--- src/rtl/serial_rx_pkg.sv ---
package serial_rx_pkg;

   localparam int unsigned WORD_W = 8;
   localparam int unsigned BCNT_W = $clog2(WORD_W);

   typedef enum logic [1:0] {
      PAR_NONE = 2'd0,
      PAR_EVEN = 2'd1,
      PAR_ODD  = 2'd2,
      PAR_RSVD = 2'd3
   } parity_e;

   typedef enum logic [2:0] {
      ST_IDLE,
      ST_START,
      ST_DATA,
      ST_PARITY,
      ST_STOP
   } rx_state_e;

   typedef struct packed {
      logic    eight;
      parity_e par;
      logic    two_stop;
   } frame_fmt_t;

endpackage

--- src/rtl/rx_line_sync.sv ---
module rx_line_sync #(
   parameter int unsigned STAGES    = 2,
   parameter bit          RESET_VAL = 1'b1
) (
   input  logic clk,
   input  logic rst_n,
   input  logic d_i,
   output logic q_o
);

   if (STAGES < 2) begin : g_bad_stages
      $error("rx_line_sync: STAGES must be at least 2");
   end

   logic [STAGES-1:0] chain_q;

   for (genvar g = 0; g < STAGES; g++) begin : g_stage
      if (g == 0) begin : g_first
         always_ff @(posedge clk or negedge rst_n) begin
            if (!rst_n) chain_q[0] <= RESET_VAL;
            else        chain_q[0] <= d_i;
         end
      end else begin : g_next
         always_ff @(posedge clk or negedge rst_n) begin
            if (!rst_n) chain_q[g] <= RESET_VAL;
            else        chain_q[g] <= chain_q[g-1];
         end
      end
   end

   assign q_o = chain_q[STAGES-1];

endmodule

--- src/rtl/rx_bit_timer.sv ---
module rx_bit_timer #(
   parameter int unsigned DIV_W = 16,
   parameter int unsigned LAT   = 2
) (
   input  logic             clk,
   input  logic             rst_n,
   input  logic             clear_i,
   input  logic             run_i,
   input  logic             half_i,
   input  logic [DIV_W-1:0] div_i,
   output logic             tick_o
);

   if (DIV_W < 4) begin : g_bad_width
      $error("rx_bit_timer: DIV_W must be at least 4");
   end

   logic [DIV_W-1:0] cnt_q;
   logic [DIV_W-1:0] lim;

   // First window ends mid start bit, shortened by the synchronizer delay.
   assign lim    = half_i ? ((div_i >> 1) - DIV_W'(LAT)) : (div_i - DIV_W'(1));
   assign tick_o = run_i && (cnt_q == lim);

   always_ff @(posedge clk or negedge rst_n) begin
      if (!rst_n)                            cnt_q <= '0;
      else if (clear_i || tick_o || !run_i)  cnt_q <= '0;
      else                                   cnt_q <= cnt_q + DIV_W'(1);
   end

   AST_CNT_IN_WINDOW: assert property (@(posedge clk) disable iff (!rst_n)
      run_i |-> (cnt_q <= lim)) else $error("timer count beyond window");

endmodule

--- src/rtl/rx_frame_ctrl.sv ---
module rx_frame_ctrl
   import serial_rx_pkg::*;
#(
   parameter int unsigned DIV_W = 16
) (
   input  logic              clk,
   input  logic              rst_n,
   input  logic              line_i,
   input  logic [DIV_W-1:0]  div_i,
   input  frame_fmt_t        fmt_i,
   input  logic              tick_i,
   output logic              clear_o,
   output logic              run_o,
   output logic              half_o,
   output logic [DIV_W-1:0]  div_o,
   output logic [WORD_W-1:0] data_o,
   output logic              valid_o,
   output logic              par_err_o,
   output logic              frm_err_o
);

   rx_state_e           state_q;
   frame_fmt_t          fmt_q;
   logic [DIV_W-1:0]    div_q;
   logic [WORD_W-1:0]   shift_q;
   logic [BCNT_W-1:0]   bit_cnt_q;
   logic                stop_cnt_q;
   logic                prev_q;
   logic                par_acc_q;
   logic                par_bad_q;
   logic                frm_bad_q;

   logic                start_edge;
   logic                has_par;
   logic                want_odd;
   logic [BCNT_W-1:0]   last_bit;
   logic                last_stop;

   assign start_edge = (state_q == ST_IDLE) && prev_q && !line_i;
   assign has_par    = (fmt_q.par == PAR_EVEN) || (fmt_q.par == PAR_ODD);
   assign want_odd   = (fmt_q.par == PAR_ODD);
   assign last_bit   = fmt_q.eight ? BCNT_W'(WORD_W - 1) : BCNT_W'(WORD_W - 2);
   assign last_stop  = !fmt_q.two_stop || stop_cnt_q;

   assign clear_o = start_edge;
   assign run_o   = (state_q != ST_IDLE);
   assign half_o  = (state_q == ST_START);
   assign div_o   = div_q;

   always_ff @(posedge clk or negedge rst_n) begin
      if (!rst_n) prev_q <= 1'b1;
      else        prev_q <= line_i;
   end

   always_ff @(posedge clk or negedge rst_n) begin
      if (!rst_n) begin
         state_q    <= ST_IDLE;
         fmt_q      <= '0;
         div_q      <= '0;
         shift_q    <= '0;
         bit_cnt_q  <= '0;
         stop_cnt_q <= 1'b0;
         par_acc_q  <= 1'b0;
         par_bad_q  <= 1'b0;
         frm_bad_q  <= 1'b0;
      end else begin
         case (state_q)
            ST_IDLE: begin
               if (start_edge) begin
                  state_q    <= ST_START;
                  fmt_q      <= fmt_i;
                  div_q      <= div_i;
                  bit_cnt_q  <= '0;
                  stop_cnt_q <= 1'b0;
                  par_acc_q  <= 1'b0;
                  par_bad_q  <= 1'b0;
                  frm_bad_q  <= 1'b0;
               end
            end
            ST_START: begin
               if (tick_i) state_q <= line_i ? ST_IDLE : ST_DATA;
            end
            ST_DATA: begin
               if (tick_i) begin
                  shift_q   <= {line_i, shift_q[WORD_W-1:1]};
                  par_acc_q <= par_acc_q ^ line_i;
                  if (bit_cnt_q == last_bit) begin
                     bit_cnt_q <= '0;
                     state_q   <= has_par ? ST_PARITY : ST_STOP;
                  end else begin
                     bit_cnt_q <= bit_cnt_q + BCNT_W'(1);
                  end
               end
            end
            ST_PARITY: begin
               if (tick_i) begin
                  par_bad_q <= ((par_acc_q ^ line_i) != want_odd);
                  state_q   <= ST_STOP;
               end
            end
            ST_STOP: begin
               if (tick_i) begin
                  frm_bad_q  <= frm_bad_q | !line_i;
                  stop_cnt_q <= 1'b1;
                  if (last_stop) state_q <= ST_IDLE;
               end
            end
            default: state_q <= ST_IDLE;
         endcase
      end
   end

   // Output register: loads only when the final stop bit is sampled.
   always_ff @(posedge clk or negedge rst_n) begin
      if (!rst_n) begin
         data_o    <= '0;
         valid_o   <= 1'b0;
         par_err_o <= 1'b0;
         frm_err_o <= 1'b0;
      end else begin
         valid_o <= 1'b0;
         if (state_q == ST_STOP && tick_i && last_stop) begin
            valid_o   <= 1'b1;
            data_o    <= fmt_q.eight ? shift_q : {1'b0, shift_q[WORD_W-1:1]};
            par_err_o <= par_bad_q;
            frm_err_o <= frm_bad_q | !line_i;
         end
      end
   end

   AST_VALID_ONE_CYCLE: assert property (@(posedge clk) disable iff (!rst_n)
      valid_o |=> !valid_o) else $error("valid held longer than one cycle");

   AST_VALID_IN_IDLE: assert property (@(posedge clk) disable iff (!rst_n)
      valid_o |-> (state_q == ST_IDLE)) else $error("valid outside idle");

   AST_SEVEN_TOP_ZERO: assert property (@(posedge clk) disable iff (!rst_n)
      (valid_o && !fmt_q.eight) |-> !data_o[WORD_W-1]) else $error("top bit set in 7-bit mode");

   AST_NO_PAR_NO_ERR: assert property (@(posedge clk) disable iff (!rst_n)
      (valid_o && !has_par) |-> !par_err_o) else $error("parity error without parity");

   AST_GLITCH_IDLE: assert property (@(posedge clk) disable iff (!rst_n)
      (state_q == ST_START && tick_i && line_i) |=> (state_q == ST_IDLE && !valid_o))
      else $error("glitch not discarded");

   AST_FMT_HELD: assert property (@(posedge clk) disable iff (!rst_n)
      (state_q != ST_IDLE && $past(state_q) != ST_IDLE) |-> ($stable(fmt_q) && $stable(div_q)))
      else $error("format changed inside frame");

   AST_OUT_HOLD: assert property (@(posedge clk) disable iff (!rst_n)
      !valid_o |-> ($stable(data_o) && $stable(par_err_o) && $stable(frm_err_o)))
      else $error("outputs moved without strobe");

endmodule

--- src/rtl/serial_frame_rx.sv ---
module serial_frame_rx
   import serial_rx_pkg::*;
#(
   parameter int unsigned DIV_W       = 16,
   parameter int unsigned SYNC_STAGES = 2
) (
   input  logic              clk,
   input  logic              rst_n,
   input  logic              rx_i,
   input  logic [DIV_W-1:0]  div_i,
   input  logic              eight_bits_i,
   input  logic [1:0]        parity_mode_i,
   input  logic              two_stop_i,
   output logic [WORD_W-1:0] data_o,
   output logic              valid_o,
   output logic              parity_err_o,
   output logic              frame_err_o
);

   localparam int unsigned MIN_DIV = 2 * SYNC_STAGES + 2;

   if (DIV_W < 4 || (2 ** DIV_W) <= MIN_DIV) begin : g_bad_div
      $error("serial_frame_rx: DIV_W cannot hold the minimum divisor");
   end

   logic             line_sync;
   logic             tick;
   logic             clear;
   logic             run;
   logic             half;
   logic [DIV_W-1:0] div_lat;
   frame_fmt_t       fmt_in;

   assign fmt_in.eight    = eight_bits_i;
   assign fmt_in.par      = parity_e'(parity_mode_i);
   assign fmt_in.two_stop = two_stop_i;

   rx_line_sync #(
      .STAGES    (SYNC_STAGES),
      .RESET_VAL (1'b1)
   ) u_sync (
      .clk   (clk),
      .rst_n (rst_n),
      .d_i   (rx_i),
      .q_o   (line_sync)
   );

   rx_bit_timer #(
      .DIV_W (DIV_W),
      .LAT   (SYNC_STAGES)
   ) u_timer (
      .clk     (clk),
      .rst_n   (rst_n),
      .clear_i (clear),
      .run_i   (run),
      .half_i  (half),
      .div_i   (div_lat),
      .tick_o  (tick)
   );

   rx_frame_ctrl #(
      .DIV_W (DIV_W)
   ) u_ctrl (
      .clk       (clk),
      .rst_n     (rst_n),
      .line_i    (line_sync),
      .div_i     (div_i),
      .fmt_i     (fmt_in),
      .tick_i    (tick),
      .clear_o   (clear),
      .run_o     (run),
      .half_o    (half),
      .div_o     (div_lat),
      .data_o    (data_o),
      .valid_o   (valid_o),
      .par_err_o (parity_err_o),
      .frm_err_o (frame_err_o)
   );

endmodule

--- config.mk ---
export PLATFORM = sky130hd
export DESIGN_NAME = serial_frame_rx
export DESIGN_NICKNAME = d
export VERILOG_FILES = /design/src/rtl/serial_rx_pkg.sv /design/src/rtl/rx_line_sync.sv /design/src/rtl/rx_bit_timer.sv /design/src/rtl/rx_frame_ctrl.sv /design/src/rtl/serial_frame_rx.sv
export SDC_FILE = /design/constraint.sdc
export NUM_CORES = 1
export LEC_CHECK = 0
export CORE_UTILIZATION = 59
export CTS_CLUSTER_DIAMETER = 120
export CTS_CLUSTER_SIZE = 30
export DETAILED_ROUTE_END_ITERATION = 10
export GPL_TIMING_DRIVEN = 0
export PLACE_DENSITY = 0.9
export SYNTH_ARGS = -nofsm -noshare
export SYNTH_HDL_FRONTEND = slang
export SYNTH_SLANG_ARGS = --single-unit
--- constraint.sdc ---
create_clock -name clk -period 4.8 [get_ports clk]
set_input_delay 0.72 -clock clk [delete_from_list [all_inputs] [get_ports clk]]
set_output_delay 0.72 -clock clk [all_outputs]
set_load 0.01 [all_outputs]
==> reports/metrics.cfg <==
[outcome]
run_status=complete, no violations

[synthesis]
post_synth_inst_count=463
ys_seq_elements=68
synth_seq_area_share=0.402
synth_flop_cell=dfrtp_1
yosys_warnings=0
postSynthNetCount=491
synth-edff-count=0
synth.cell_area_um2=4240
synth_cell_types=63
syn_area_per_cell_um2=9.15
synthArstFlopShare=1.00

[detailed_routing]
route.detailed.vias_per_inst=6.24
route.vias.total=3796
remaining_drc_errors=0
ant_nets=0
drtPass1Iterations=5
wl_per_cell_um=18.4
drtIter0Drc=296
detail_route.wirelength_mm=11.2

[clock_tree]
clkSlewWorstSetupHoldPaths_ps=80
worstSkewPairLatency_ps=350
cts-buffers-inserted=9
cts_max_level=3
clock_path_buffers=2
clock_tree.root_cell=clkbuf_8
post_cts_resized=0
cts_tree=built
postCtsSetupBuffers=0
clock_sinks=68
hold_buffers=0

[final_layout]
syn_to_final_growth_pct=14.8
nNetsFinal=535
antenna-diode-count=0
final_cell_count_no_fill=608
layout-drive-gt1-share=0.125
layout.cells.most_common_list=nand2_1 (65), dfrtp_1 (65), nor2_1 (34)

[sta]
final_hold_viol_count=0
fin_ws_ps=776
period_share=0.838
pins_over_slew_limit=0
worst_pin_slew_ps=1180
rsz0062_at_grt=false
worst_slew_margin_rel=0.207
fin_setup_tns_ps=0
clock_skew_ps=12.7
final_setup_fails=0
timing.final.crit_period_ps=4020
max_clock_freq_mhz=249

[setup_path]
critical-path-max-stage-delay_ps=530
worst_path_most_repeated_cell=clkbuf_1
type_of_origin_of_the_critical_path=flip-flop
cp_num_cells=11
timing.critical_path.required_ps=5030
cp.arrival_ps=4250
cp_slowest_cell=nor3_4
crit_type=reg -> reg
reg2reg_from=u_ctrl.state_q[0]$_DFFE_PN0P_
worstSetupEndpoint=u_ctrl.frm_err_o$_DFFE_PN0P_
flop_to_flop_setup_slack_ps=780
critical_path_peak_fanout=10
critPathTopFamily=simple AND/OR/NAND/NOR gates
destination_of_the_worst_register_to_register_timing_path=u_ctrl.frm_err_o$_DFFE_PN0P_
crit_path_cell_trace=clkbuf_1 -> nor3b_1 -> clkbuf_1 -> clkbuf_1 -> nand3_1 -> o21ai_0 -> xor2_1 -> and3_1 -> nand4_4 -> nor3_4 -> mux2_2
critical_path.endpoint_type=flip-flop
worst_r2r_path_depth=11
worst_setup_path_startpoint=u_ctrl.state_q[0]$_DFFE_PN0P_
timing.critical_path.buf_inv=3

[global_route]
busiest_layer=met2
use_met1=0.418
grt.overflow.total=0
number_of_antenna_violations_at_the_first_check_in_global_routing=0
grt_max_degree=69
grt_pass1_wl_mm=18.1
vias_in_the_first_global_route=3658
grt.met2_usage=0.509
gr-usage-met3=0.0638
grt_util_all_layers=0.317

[place]
dpl_cells=592
pre_cts_slack_ps=835
place_congestion=0.971
post-dp-hpwl_mm=7.92
port-buffer-count=33

[power]
max-vdd-ir-drop_mv=0.380
power.internal_mw=1.23
fin_total_pwr_mw=2.13
power.combinational.fraction=0.426
clock_power_share=0.207
p_switching_mw=0.898
power.density_nw_per_um2=437
power.switching_fraction=0.422
total_leakage_power_nw=2.04
seqPwrFrac=0.366

[floorplan]
design.die.area_um2=7530
floorplan.initialDensity=0.617
ioPinCount=34
die_h_um=86.8
std_cell_rows=30
floorplan.core_area_um2=6870
die_width_um=86.8

[min_path]
worst_hold_path_type=reg -> reg

[flow_run]
maxCapViolCount=0

-- layer usage --
metal | wire length, um | vias up
met5 | 0 | -
li1 | - | 1742
met2 | 5420 | 160
met1 | 4630 | 1865
met4 | 266 | 0
met3 | 845 | 29
-- metrics by stage --
step | utilization | instance area [um^2] | hold WS [ps]
after CTS | 0.708 | 4860 | 351
after detailed placement | 0.682 | 4690 | 352
after floorplan | - | 4240 | 345
final | 0.708 | 4860 | 353
after global placement | 0.683 | 4690 | 347
after global routing | 0.708 | 4860 | 351
-- cell usage after synthesis, drive strengths merged, types with 2 or more instances --
cell      n  area (um^2)
dfrtp    65         1630
nand3b    2         15.0
a21oi     7         35.0
nand2    65          244
o21ba     2         20.0
xnor2    23          201
o2111ai   3         26.3
o41ai     2         17.5
nor4      9         56.3
or3b      3         26.3
dfstp     3         78.8
nand4bb   2         22.5
a221o     2         20.0
buf       9         48.8
clkbuf   27          101
nand4     9         71.3
and2      2         12.5
or2       2         12.5
or4       9         67.6
mux2     26          293
o31ai     7         52.6
inv      11         41.3
ha        5         62.6
or3       5         31.3
nand3    22          110
nor4b     2         32.5
a211oi    6         45.0
o311a     2         20.0
mux2i     8         80.1
a21o      2         15.0
a221oi    2         17.5
a2bb2oi   2         17.5
nor2     34          128
and3      6         37.5
nand2b    5         31.3
nor2b     8         50.1
nor3b     4         30.0
nor3      8         51.3
o211ai    3         22.5
o21ai    19         95.1
xor2     15          131
-- worst register-to-register path: stages, from the launching register on --
cell and delay [ps]:
dfrtp_1 320, clkbuf_1 320, nor3b_1 360, clkbuf_1 440, clkbuf_1 480, nand3_1 130, o21ai_0 120, xor2_1 350
and3_1 270, nand4_4 160, nor3_4 530, mux2_2 410
-- final cells by class --
| type | instances | area, um^2 |
|---|---|---|
| Buffer | 36 | 150 |
| Clock buffer | 11 | 141 |
| Clock inverter | 5 | 36.3 |
| Fill cell | 503 | 2010 |
| Inverter | 11 | 41.3 |
| Multi-Input combinational cell | 348 | 2340 |
| Sequential cell | 68 | 1710 |
| Tap cell | 96 | 120 |
| Timing Repair Buffer | 33 | 328 |
-- power by group through the flow --
| stage | clock, mW | combinational [mW] | sequential, mW |
|---|---|---|---|
| detailed placement | 0 | 0.878 | 0.782 |
| CTS | 0.440 | 0.886 | 0.774 |
| global placement | 0 | 0.860 | 0.778 |
| global route | 0.467 | 0.984 | 0.788 |
| floorplan | 0 | 0.663 | 0.744 |
| finish | 0.441 | 0.906 | 0.778 |
-- registers in the layout (all words and copies together) (netlist names) --
| register | flops |
|---|---|
| u_ctrl.bit_cnt_q | 3 |
| u_ctrl.data_o | 8 |
| u_ctrl.div_o | 16 |
| u_ctrl.fmt_q | 4 |
| u_ctrl.frm_bad_q | 1 |
| u_ctrl.frm_err_o | 1 |
| u_ctrl.par_acc_q | 1 |
| u_ctrl.par_bad_q | 1 |
| u_ctrl.par_err_o | 1 |
| u_ctrl.prev_q | 1 |
| u_ctrl.shift_q | 8 |
| u_ctrl.state_q | 3 |
| u_ctrl.stop_cnt_q | 1 |
| u_ctrl.valid_o | 1 |
| u_sync.chain_q | 1 |
| u_sync.q_o | 1 |
| u_timer.cnt_q | 16 |
-- cells by family (layout without fill, tap and decap cells) --
group	Yosys count	after routing	synth area share
AOI/OAI and AO/OA	70	70	0.119
muxes	34	34	0.0880
DFF	68	68	0.402
adders and majority gates	5	5	0.0148
buffers and inverters	47	96	0.0452
xor gates and xnor gates	38	38	0.0785
and+or+nand+nor	201	201	0.252
-- worst min path at each step --
stage          slack [ps]                   startpoint                   end  cells past startpoint
4_1_cts               350  u_sync.chain_q[0]$_DFF_PN1_  u_sync.q_o$_DFF_PN1_                      0
5_1_grt               350  u_sync.chain_q[0]$_DFF_PN1_  u_sync.q_o$_DFF_PN1_                      0
2_1_floorplan         350  u_sync.chain_q[0]$_DFF_PN1_  u_sync.q_o$_DFF_PN1_                      0
3_5_place_dp          350  u_sync.chain_q[0]$_DFF_PN1_  u_sync.q_o$_DFF_PN1_                      0
6_report              350  u_sync.chain_q[0]$_DFF_PN1_  u_sync.q_o$_DFF_PN1_                      0
3_3_place_gp          350  u_sync.chain_q[0]$_DFF_PN1_  u_sync.q_o$_DFF_PN1_                      0
Note: power is estimated with default switching activity, not from simulation.
